**config.mk**
```make
export PLATFORM = sky130hd
export DESIGN_NAME = eth_txstop_irq
export DESIGN_NICKNAME = d
export VERILOG_FILES = /design/src/rtl/eth_txstop_irq_pkg.sv /design/src/rtl/txstop_seq.sv /design/src/rtl/retry_cnt.sv /design/src/rtl/evt_reg.sv /design/src/rtl/eth_txstop_irq.sv
export SDC_FILE = /design/constraint.sdc
export NUM_CORES = 1
export LEC_CHECK = 0
export BUFFER_PORTS_ARGS = -buffer_cell sky130_fd_sc_hd__buf_4
export CAP_MARGIN = 5
export CORE_ASPECT_RATIO = 0.6
export CORE_MARGIN = 5
export CORE_UTILIZATION = 40
export DETAILED_ROUTE_END_ITERATION = 6
export MAX_ROUTING_LAYER = met4
export PLACE_DENSITY_LB_ADDON = 0.3
export SLEW_MARGIN = 10
export SYNTH_ARGS = -nofsm -noshare
export SYNTH_HDL_FRONTEND = slang
export SYNTH_SLANG_ARGS = --single-unit
export TNS_END_PERCENT = 20
```
**constraint.sdc**
```tcl
create_clock -name clk -period 1.4 [get_ports clk]
set_input_delay 0.14 -clock clk [delete_from_list [all_inputs] [get_ports clk]]
set_output_delay 0.14 -clock clk [all_outputs]
set_load 0.01 [all_outputs]
```
**src/rtl/eth_txstop_irq_pkg.sv**
```systemverilog
package eth_txstop_irq_pkg;
  localparam int EVW = 32;
  localparam int EV_GSTOP   = 28;
  localparam int EV_TXF     = 27;
  localparam int EV_TXB     = 26;
  localparam int EV_RXF     = 25;
  localparam int EV_RXB     = 24;
  localparam int EV_MGMT    = 23;
  localparam int EV_BUSERR  = 22;
  localparam int EV_LATECOL = 21;
  localparam int EV_RETRY   = 20;
  localparam int EV_UNDER   = 19;
  localparam logic [EVW-1:0] EV_USED = 32'h1FF8_0000;

  typedef enum logic [1:0] {
    ST_RUN   = 2'd0,
    ST_DRAIN = 2'd1,
    ST_HALT  = 2'd2
  } stop_state_e;
endpackage

```
**src/rtl/txstop_seq.sv**
```systemverilog
module txstop_seq #(
  parameter int N_SRC = 3
) (
  input  logic             clk,
  input  logic             rst_n,
  input  logic [N_SRC-1:0] stop_req,
  input  logic             tx_active,
  output logic             tx_pause,
  output logic             done_pulse
);
  import eth_txstop_irq_pkg::*;

  stop_state_e state_q, state_d;
  logic any_req;

  assign any_req = |stop_req;

  always_comb begin
    state_d    = state_q;
    done_pulse = 1'b0;
    case (state_q)
      ST_RUN: begin
        if (any_req && tx_active) begin
          state_d = ST_DRAIN;
        end else if (any_req) begin
          state_d    = ST_HALT;
          done_pulse = 1'b1;
        end
      end
      ST_DRAIN: begin
        if (!any_req) begin
          state_d = ST_RUN;
        end else if (!tx_active) begin
          state_d    = ST_HALT;
          done_pulse = 1'b1;
        end
      end
      ST_HALT: begin
        if (!any_req) state_d = ST_RUN;
      end
      default: state_d = ST_RUN;
    endcase
  end

  always_ff @(posedge clk) begin
    if (!rst_n) state_q <= ST_RUN;
    else        state_q <= state_d;
  end

  assign tx_pause = (state_q == ST_HALT);
endmodule

```
**src/rtl/retry_cnt.sv**
```systemverilog
module retry_cnt #(
  parameter int LIMIT = 16
) (
  input  logic clk,
  input  logic rst_n,
  input  logic half_dup,
  input  logic coll,
  input  logic frame_end,
  output logic limit_hit
);
  localparam int CW = $clog2(LIMIT + 1);
  localparam logic [CW-1:0] LAST = CW'(LIMIT - 1);

  logic [CW-1:0] cnt_q;

  assign limit_hit = half_dup && coll && !frame_end && (cnt_q == LAST);

  always_ff @(posedge clk) begin
    if (!rst_n || !half_dup || frame_end || limit_hit) cnt_q <= '0;
    else if (coll)                                   cnt_q <= cnt_q + 1'b1;
  end
endmodule

```
**src/rtl/evt_reg.sv**
```systemverilog
module evt_reg #(
  parameter int              W    = 32,
  parameter logic [W-1:0]    USED = '1
) (
  input  logic         clk,
  input  logic         rst_n,
  input  logic [W-1:0] set_vec,
  input  logic         clr_we,
  input  logic         mask_we,
  input  logic [W-1:0] wdata,
  output logic [W-1:0] evt_q,
  output logic [W-1:0] mask_q,
  output logic         irq
);
  logic [W-1:0] clr_vec;

  assign clr_vec = clr_we ? wdata : '0;

  for (genvar i = 0; i < W; i++) begin : g_bit
    if (USED[i]) begin : g_live
      always_ff @(posedge clk) begin
        if (!rst_n)          evt_q[i] <= 1'b0;
        else if (set_vec[i]) evt_q[i] <= 1'b1;
        else if (clr_vec[i]) evt_q[i] <= 1'b0;
      end
    end else begin : g_tied
      assign evt_q[i] = 1'b0;
    end
  end

  always_ff @(posedge clk) begin
    if (!rst_n)       mask_q <= '0;
    else if (mask_we) mask_q <= wdata;
  end

  assign irq = |(evt_q & mask_q);
endmodule

```
**src/rtl/eth_txstop_irq.sv**
```systemverilog
module eth_txstop_irq
  import eth_txstop_irq_pkg::*;
#(
  parameter int RETRY_LIMIT = 16
) (
  input  logic           clk,
  input  logic           rst_n,
  input  logic           stop_sw,
  input  logic           pause_sw,
  input  logic           pause_rx,
  input  logic           tx_active,
  input  logic           full_duplex,
  input  logic           tx_frame_done,
  input  logic           tx_buf_done,
  input  logic           rx_frame_done,
  input  logic           rx_buf_done,
  input  logic           mii_done,
  input  logic           bus_err,
  input  logic           late_col,
  input  logic           coll_retry,
  input  logic           tx_underrun,
  input  logic [EVW-1:0] sw_wdata,
  input  logic           sw_clr_evt,
  input  logic           sw_wr_mask,
  input  logic           sw_wr_ctl,
  output logic [EVW-1:0] evt_q,
  output logic [EVW-1:0] mask_q,
  output logic           irq,
  output logic           tx_pause,
  output logic           ctl_en
);
  logic           gstop_done;
  logic           retry_hit;
  logic           half_dup;
  logic [EVW-1:0] set_vec;

  assign half_dup = !full_duplex;

  txstop_seq #(.N_SRC(3)) u_stop (
    .clk       (clk),
    .rst_n     (rst_n),
    .stop_req  ({pause_rx, pause_sw, stop_sw}),
    .tx_active (tx_active),
    .tx_pause  (tx_pause),
    .done_pulse(gstop_done)
  );

  retry_cnt #(.LIMIT(RETRY_LIMIT)) u_retry (
    .clk      (clk),
    .rst_n    (rst_n),
    .half_dup (half_dup),
    .coll     (coll_retry),
    .frame_end(tx_frame_done),
    .limit_hit(retry_hit)
  );

  always_comb begin
    set_vec             = '0;
    set_vec[EV_GSTOP]   = gstop_done;
    set_vec[EV_TXF]     = tx_frame_done;
    set_vec[EV_TXB]     = tx_buf_done;
    set_vec[EV_RXF]     = rx_frame_done;
    set_vec[EV_RXB]     = rx_buf_done;
    set_vec[EV_MGMT]    = mii_done;
    set_vec[EV_BUSERR]  = bus_err;
    set_vec[EV_LATECOL] = late_col && half_dup;
    set_vec[EV_RETRY]   = retry_hit;
    set_vec[EV_UNDER]   = tx_underrun;
  end

  evt_reg #(.W(EVW), .USED(EV_USED)) u_evt (
    .clk    (clk),
    .rst_n  (rst_n),
    .set_vec(set_vec),
    .clr_we (sw_clr_evt),
    .mask_we(sw_wr_mask),
    .wdata  (sw_wdata),
    .evt_q  (evt_q),
    .mask_q (mask_q),
    .irq    (irq)
  );

  always_ff @(posedge clk) begin
    if (!rst_n)         ctl_en <= 1'b0;
    else if (bus_err)   ctl_en <= 1'b0;
    else if (sw_wr_ctl) ctl_en <= sw_wdata[0];
  end
endmodule

```
# After elaboration in Yosys (flattened, before gate mapping)
# Index checks and enable logic that the tools add are counted.
[op_classes]
add_sub_neg = 1
eq_ne = 6
mux = 32
n_bitwise = 2
n_reduce_logical = 26
[ops]
columns = ["operator", "n"]
rows = [
  ["$and 29x32->32", 1],
  ["$reduce_or 32->1", 1],
  ["$mux 29", 1],
  ["$mux 1", 24],
  ["$reduce_bool 2->1", 10],
  ["$mux 2", 5],
  ["$pmux 2 s3", 1],
  ["$add 5x1->5 const B", 1],
  ["$eq 5x4->1 const B", 1],
  ["$logic_and 1x1->1", 5],
  ["$logic_not 1->1", 3],
  ["$logic_or 1x1->1", 3],
  ["$ne 3x1->1 const B", 1],
  ["$ne 3x3->1 const B", 1],
  ["$reduce_and 3->1", 1],
  ["$reduce_or 3->1", 1],
  ["$eq 2x1->1 const B", 1],
  ["$eq 2x2->1 const B", 1],
  ["$logic_not 2->1", 1],
  ["$ne 2x2->1 const B", 1],
  ["$pmux 1 s2", 1],
  ["$reduce_or 2->1", 1],
  ["$not 1->1", 1],
]
[totals]
register_bits = 50
out_inout_bits = 67

# Longest topological paths before layout
[depth]
word_depth = 5
depth_mapped = 6

# By module
# Synthesis repeated with hierarchy kept, for this count alone.
[hier_totals]
cells_unflattened = 213
hier_area_um2 = 2237.1
[by_module_without_submodules]
columns = ["module", "n_inst", "cells_per_inst", "area_per_inst_um2", "seq_area_each_um2"]
rows = [
  ["evt_reg", 1, 174, 1824.2, 840.8],
  ["retry_cnt", 1, 25, 266.5, 100.1],
  ["txstop_seq", 1, 8, 90.1, 40.0],
  ["eth_txstop_irq", 1, 6, 56.3, 20.0],
]

# Worst setup path before layout
# Ideal clock, no wire load.
[synth_timing]
path_kind = "register -> register"
start = "register u_retry.cnt_q[0]"
end = "register u_retry.cnt_q[4]"
arrival_time_ps = 1180
required_time_ps = 1321
setup_slack_ps = 141
path_stages_with_launch = 7
synth_period_minus_slack_ps = 1259
cell_sequence = "dfxtp_1 > ha_1 > and3_1 > ha_1 > nand2_1 > nand2_2 > a211oi_2"
[synth_between]
elab_chain_len = 3
elab_cells_between_ends = 4
[synth_rtl]
columns = ["item", "line_no", "source"]
rows = [
  ["start: declaration", "retry_cnt.sv:14", "logic [CW-1:0] cnt_q;"],
  ["start signal: assignment", "retry_cnt.sv:20", "else if (coll) cnt_q <= cnt_q + 1'b1;"],
  ["branches (longest 3 deep; another with $add 5x1->5)", "n/a", ""],
]
# Several ways; the timed one is not identified.
# A chain may end at the register's enable or synchronous reset.

# Worst setup path after layout
[layout_timing]
start = "register u_evt.mask_q[23]"
end = "output port irq"
[layout_between]
elab_chain_len = 2
[layout_rtl]
columns = ["item", "line_no", "source"]
rows = [
  ["start: declaration", "evt_reg.sv:12", "output logic [W-1:0] mask_q,"],
  ["start signal: assignment", "evt_reg.sv:33", "else if (mask_we) mask_q <= wdata;"],
  ["$and 29x32->32", "evt_reg.sv:36", "assign irq = |(evt_q & mask_q);"],
  ["$reduce_or 32->1", "evt_reg.sv:36", ""],
  ["end: declaration", "eth_txstop_irq.sv:28", "output logic irq,"],
]
# No other way between the ends.

==> metrics.cfg <==
[global_routing]
grt_max_degree=33
grtUsageTotal_pct=14.58
grt-ovfl-total=0
grt_pass1_vias=1586
antenna_found_initial=0
grt_pass1_wl_mm=7.907

[outcome]
outcome=finished, violations left
violations=setup timing

[run]
drv_cap=0

[detailed_routing]
drtIter0Drc=47
routed_via_density=4.426
first_pass_iters=4
vias=1642
antenna_left=0
drc=0
routedWlPerCell_um=13.65
wl_mm=5.065

[die]
die_w_um=104.3
io_pins=118
fp.dieH_um=66.59
row_count=20
core_area_mm2=0.005105
start_util_pct=41.81
die_area_mm2=0.006945

[worst_setup_path]
crit_required_ns=1.26
path_max_fanout=3
crit_slowest_cell=dfxtp_2
cp_top_family=compound AO/OA/AOI/OAI gates
crit_chain=a22o_1, a221oi_2, nand4_1, buf_4
crit_path_max_incr_delay_ns=0.33
critPathKind=reg2out
crit_path_start_kind=register
path_buf_inv=1
worstPathArrival_ns=1.32
cp-end-kind=output pin

[clock_tree]
cts.clk_slew.worst_paths_ns=0.09
worstSkewPairLatency_ns=0.29
cts-root-buf=clkbuf_8
cts_tree=yes
cts_buffers=5
ctsHtreeMaxLevel=2
cts_buffer_depth=2
cts_setup_buffers=0
ctsHoldBuffers=0
cts_sinks=50

[synth]
synth-async-reset-ratio_pct=0
ys_types=27
ys_seq_area_share_pct=46.89
ys_ff_latch=50
postSynthCellCount=211
ys_warn_count=0
syn_area_per_cell_um2=10.12
synthFlopType=dfxtp_1
post_synth_instance_area_mm2=0.002135
synth-edff-count=0

[final_layout]
drive_above_1_share_pct=36.07
mostFrequentLayoutCells=96 x buf_4, 47 x dfxtp_1, 44 x nor2b_1
areaGrowthSynthToFinish_pct=37.57
utilization_pct=57.52
nets=357
diodes=0
final_common_cell=buf_4

[placed_design]
dp_slack_ns=0.05557
place_congestion=0.7357
hpwlAfterDp_mm=3.935
io_buffers=95

[sta]
tns_ns=-0.06469
hold_viol_final=0
max_freq_ghz=0.6827
setup_ws_ns=-0.06469
setup_viol=1
rsz0062_at_grt=yes
period_minus_slack_ns=1.465
min_period_over_period_pct=104.6
report.final.slew_viol_count=0
clock_skew_ns=0.0009029

[power]
power-per-cell-area_mw_per_mm2=1040
p_leak_nw=1.416
fin_total_pwr_mw=3.054
vdd_drop_max_mv=0.4973

[worst_hold_path]
hold_class=in2reg

[sequential cells by signal, indices dropped and copies added, names as in the netlist]
register and flops:
u_retry.cnt_q 5, u_evt.mask_q 32, u_evt.evt_q 10, u_stop.state_q 2, ctl_en 1
[routing by layer]
metal | GRT usage (%) | part of all wire (%) | vias to the layer above
li1 | - | - | 844
met1 | 20.09 | 49 | 744
met2 | 20.90 | 44 | 52
met3 | 4.743 | 6.5 | 2
met4 | 2.908 | 0.30 | 0
met5 | - | 0 | -
[power by group]
group | total, mW | internal (mW) | switching [mW]
Combinational | 0.526 | 0.291 | 0.234
Clock | 0.974 | 0.535 | 0.439
Sequential | 1.55 | 1.50 | 0.0519
[synthesized netlist by cell type (2+ instances only)]
| cell type | number | share of area (%) |
|---|---|---|
| a21oi_1 | 8 | 1.9 |
| a22oi_1 | 3 | 1.1 |
| buf_2 | 2 | 0.47 |
| buf_4 | 25 | 8.8 |
| clkbuf_1 | 4 | 0.70 |
| dfxtp_1 | 50 | 47 |
| ha_1 | 2 | 1.2 |
| mux2i_1 | 34 | 16 |
| nand2_1 | 13 | 2.3 |
| nand3_1 | 3 | 0.70 |
| nand4_1 | 2 | 0.59 |
| nor2_1 | 5 | 0.88 |
| nor2b_1 | 44 | 13 |
| o31ai_1 | 2 | 0.70 |
| xor2_1 | 2 | 0.82 |
[metrics by stage]
stage | cells | hold slack (ns) | cell area [um^2]
4_1_cts | 371 | 0.01352 | 2935
3_5_place_dp | 363 | 0.3247 | 2820
3_3_place_gp | 363 | 0.3235 | 2820
2_1_floorplan | 232 | 0.2161 | 2213
6_report | 371 | 0.02513 | 2937
5_1_grt | 371 | 0.007532 | 2937
[cell type report]
type	count	area, um^2
multi-input cells	149	998.5
fillers	482	2168
clock buffers	7	76.32
flip-flops and latches	50	1005
repair buffers	97	740.7
clock inverters	1	30.03
well taps	66	82.58
inverters	1	3.754
[worst register-to-register path, stage by stage (launching register included)]
cell and delay, ns:
dfxtp_2 0.34, ha_1 0.20, and3_1 0.18, ha_1 0.19
nand2_1 0.08, nand2_2 0.09, a211oi_2 0.14
[path summary, 6_finish.rpt]
path              slack [ns]           endpoint  depth (start not counted)              start
setup / recovery       -0.06                irq                          4   u_evt.mask_q[23]
hold / removal          0.03             ctl_en                          2            bus_err
hold reg to reg         0.45  u_stop.state_q[1]                          1  u_stop.state_q[0]
setup reg to reg        0.10   u_retry.cnt_q[4]                          6   u_retry.cnt_q[0]
[cells by family after synthesis]
logic type / after synthesis / synth area share, %
compound gates: 17 / 5.393
xor+xnor: 3 / 1.231
fa+ha+maj: 2 / 1.172
buf+inv: 33 / 10.32
flops: 50 / 46.89
mux: 34 / 15.94
other cells: 1 / 0.1757
simple gates: 71 / 18.87
[what timing repair did]
| action | in CTS | in global routing |
|---|---|---|
| gates resized for setup | 3 | 1 |
| setup endpoints to repair | 1 | 2 |
| pin swaps | 2 | 2 |
| endpoints found under the hold margin | 0 | 0 |
No activity file was read; power rests on OpenSTA's default activity.
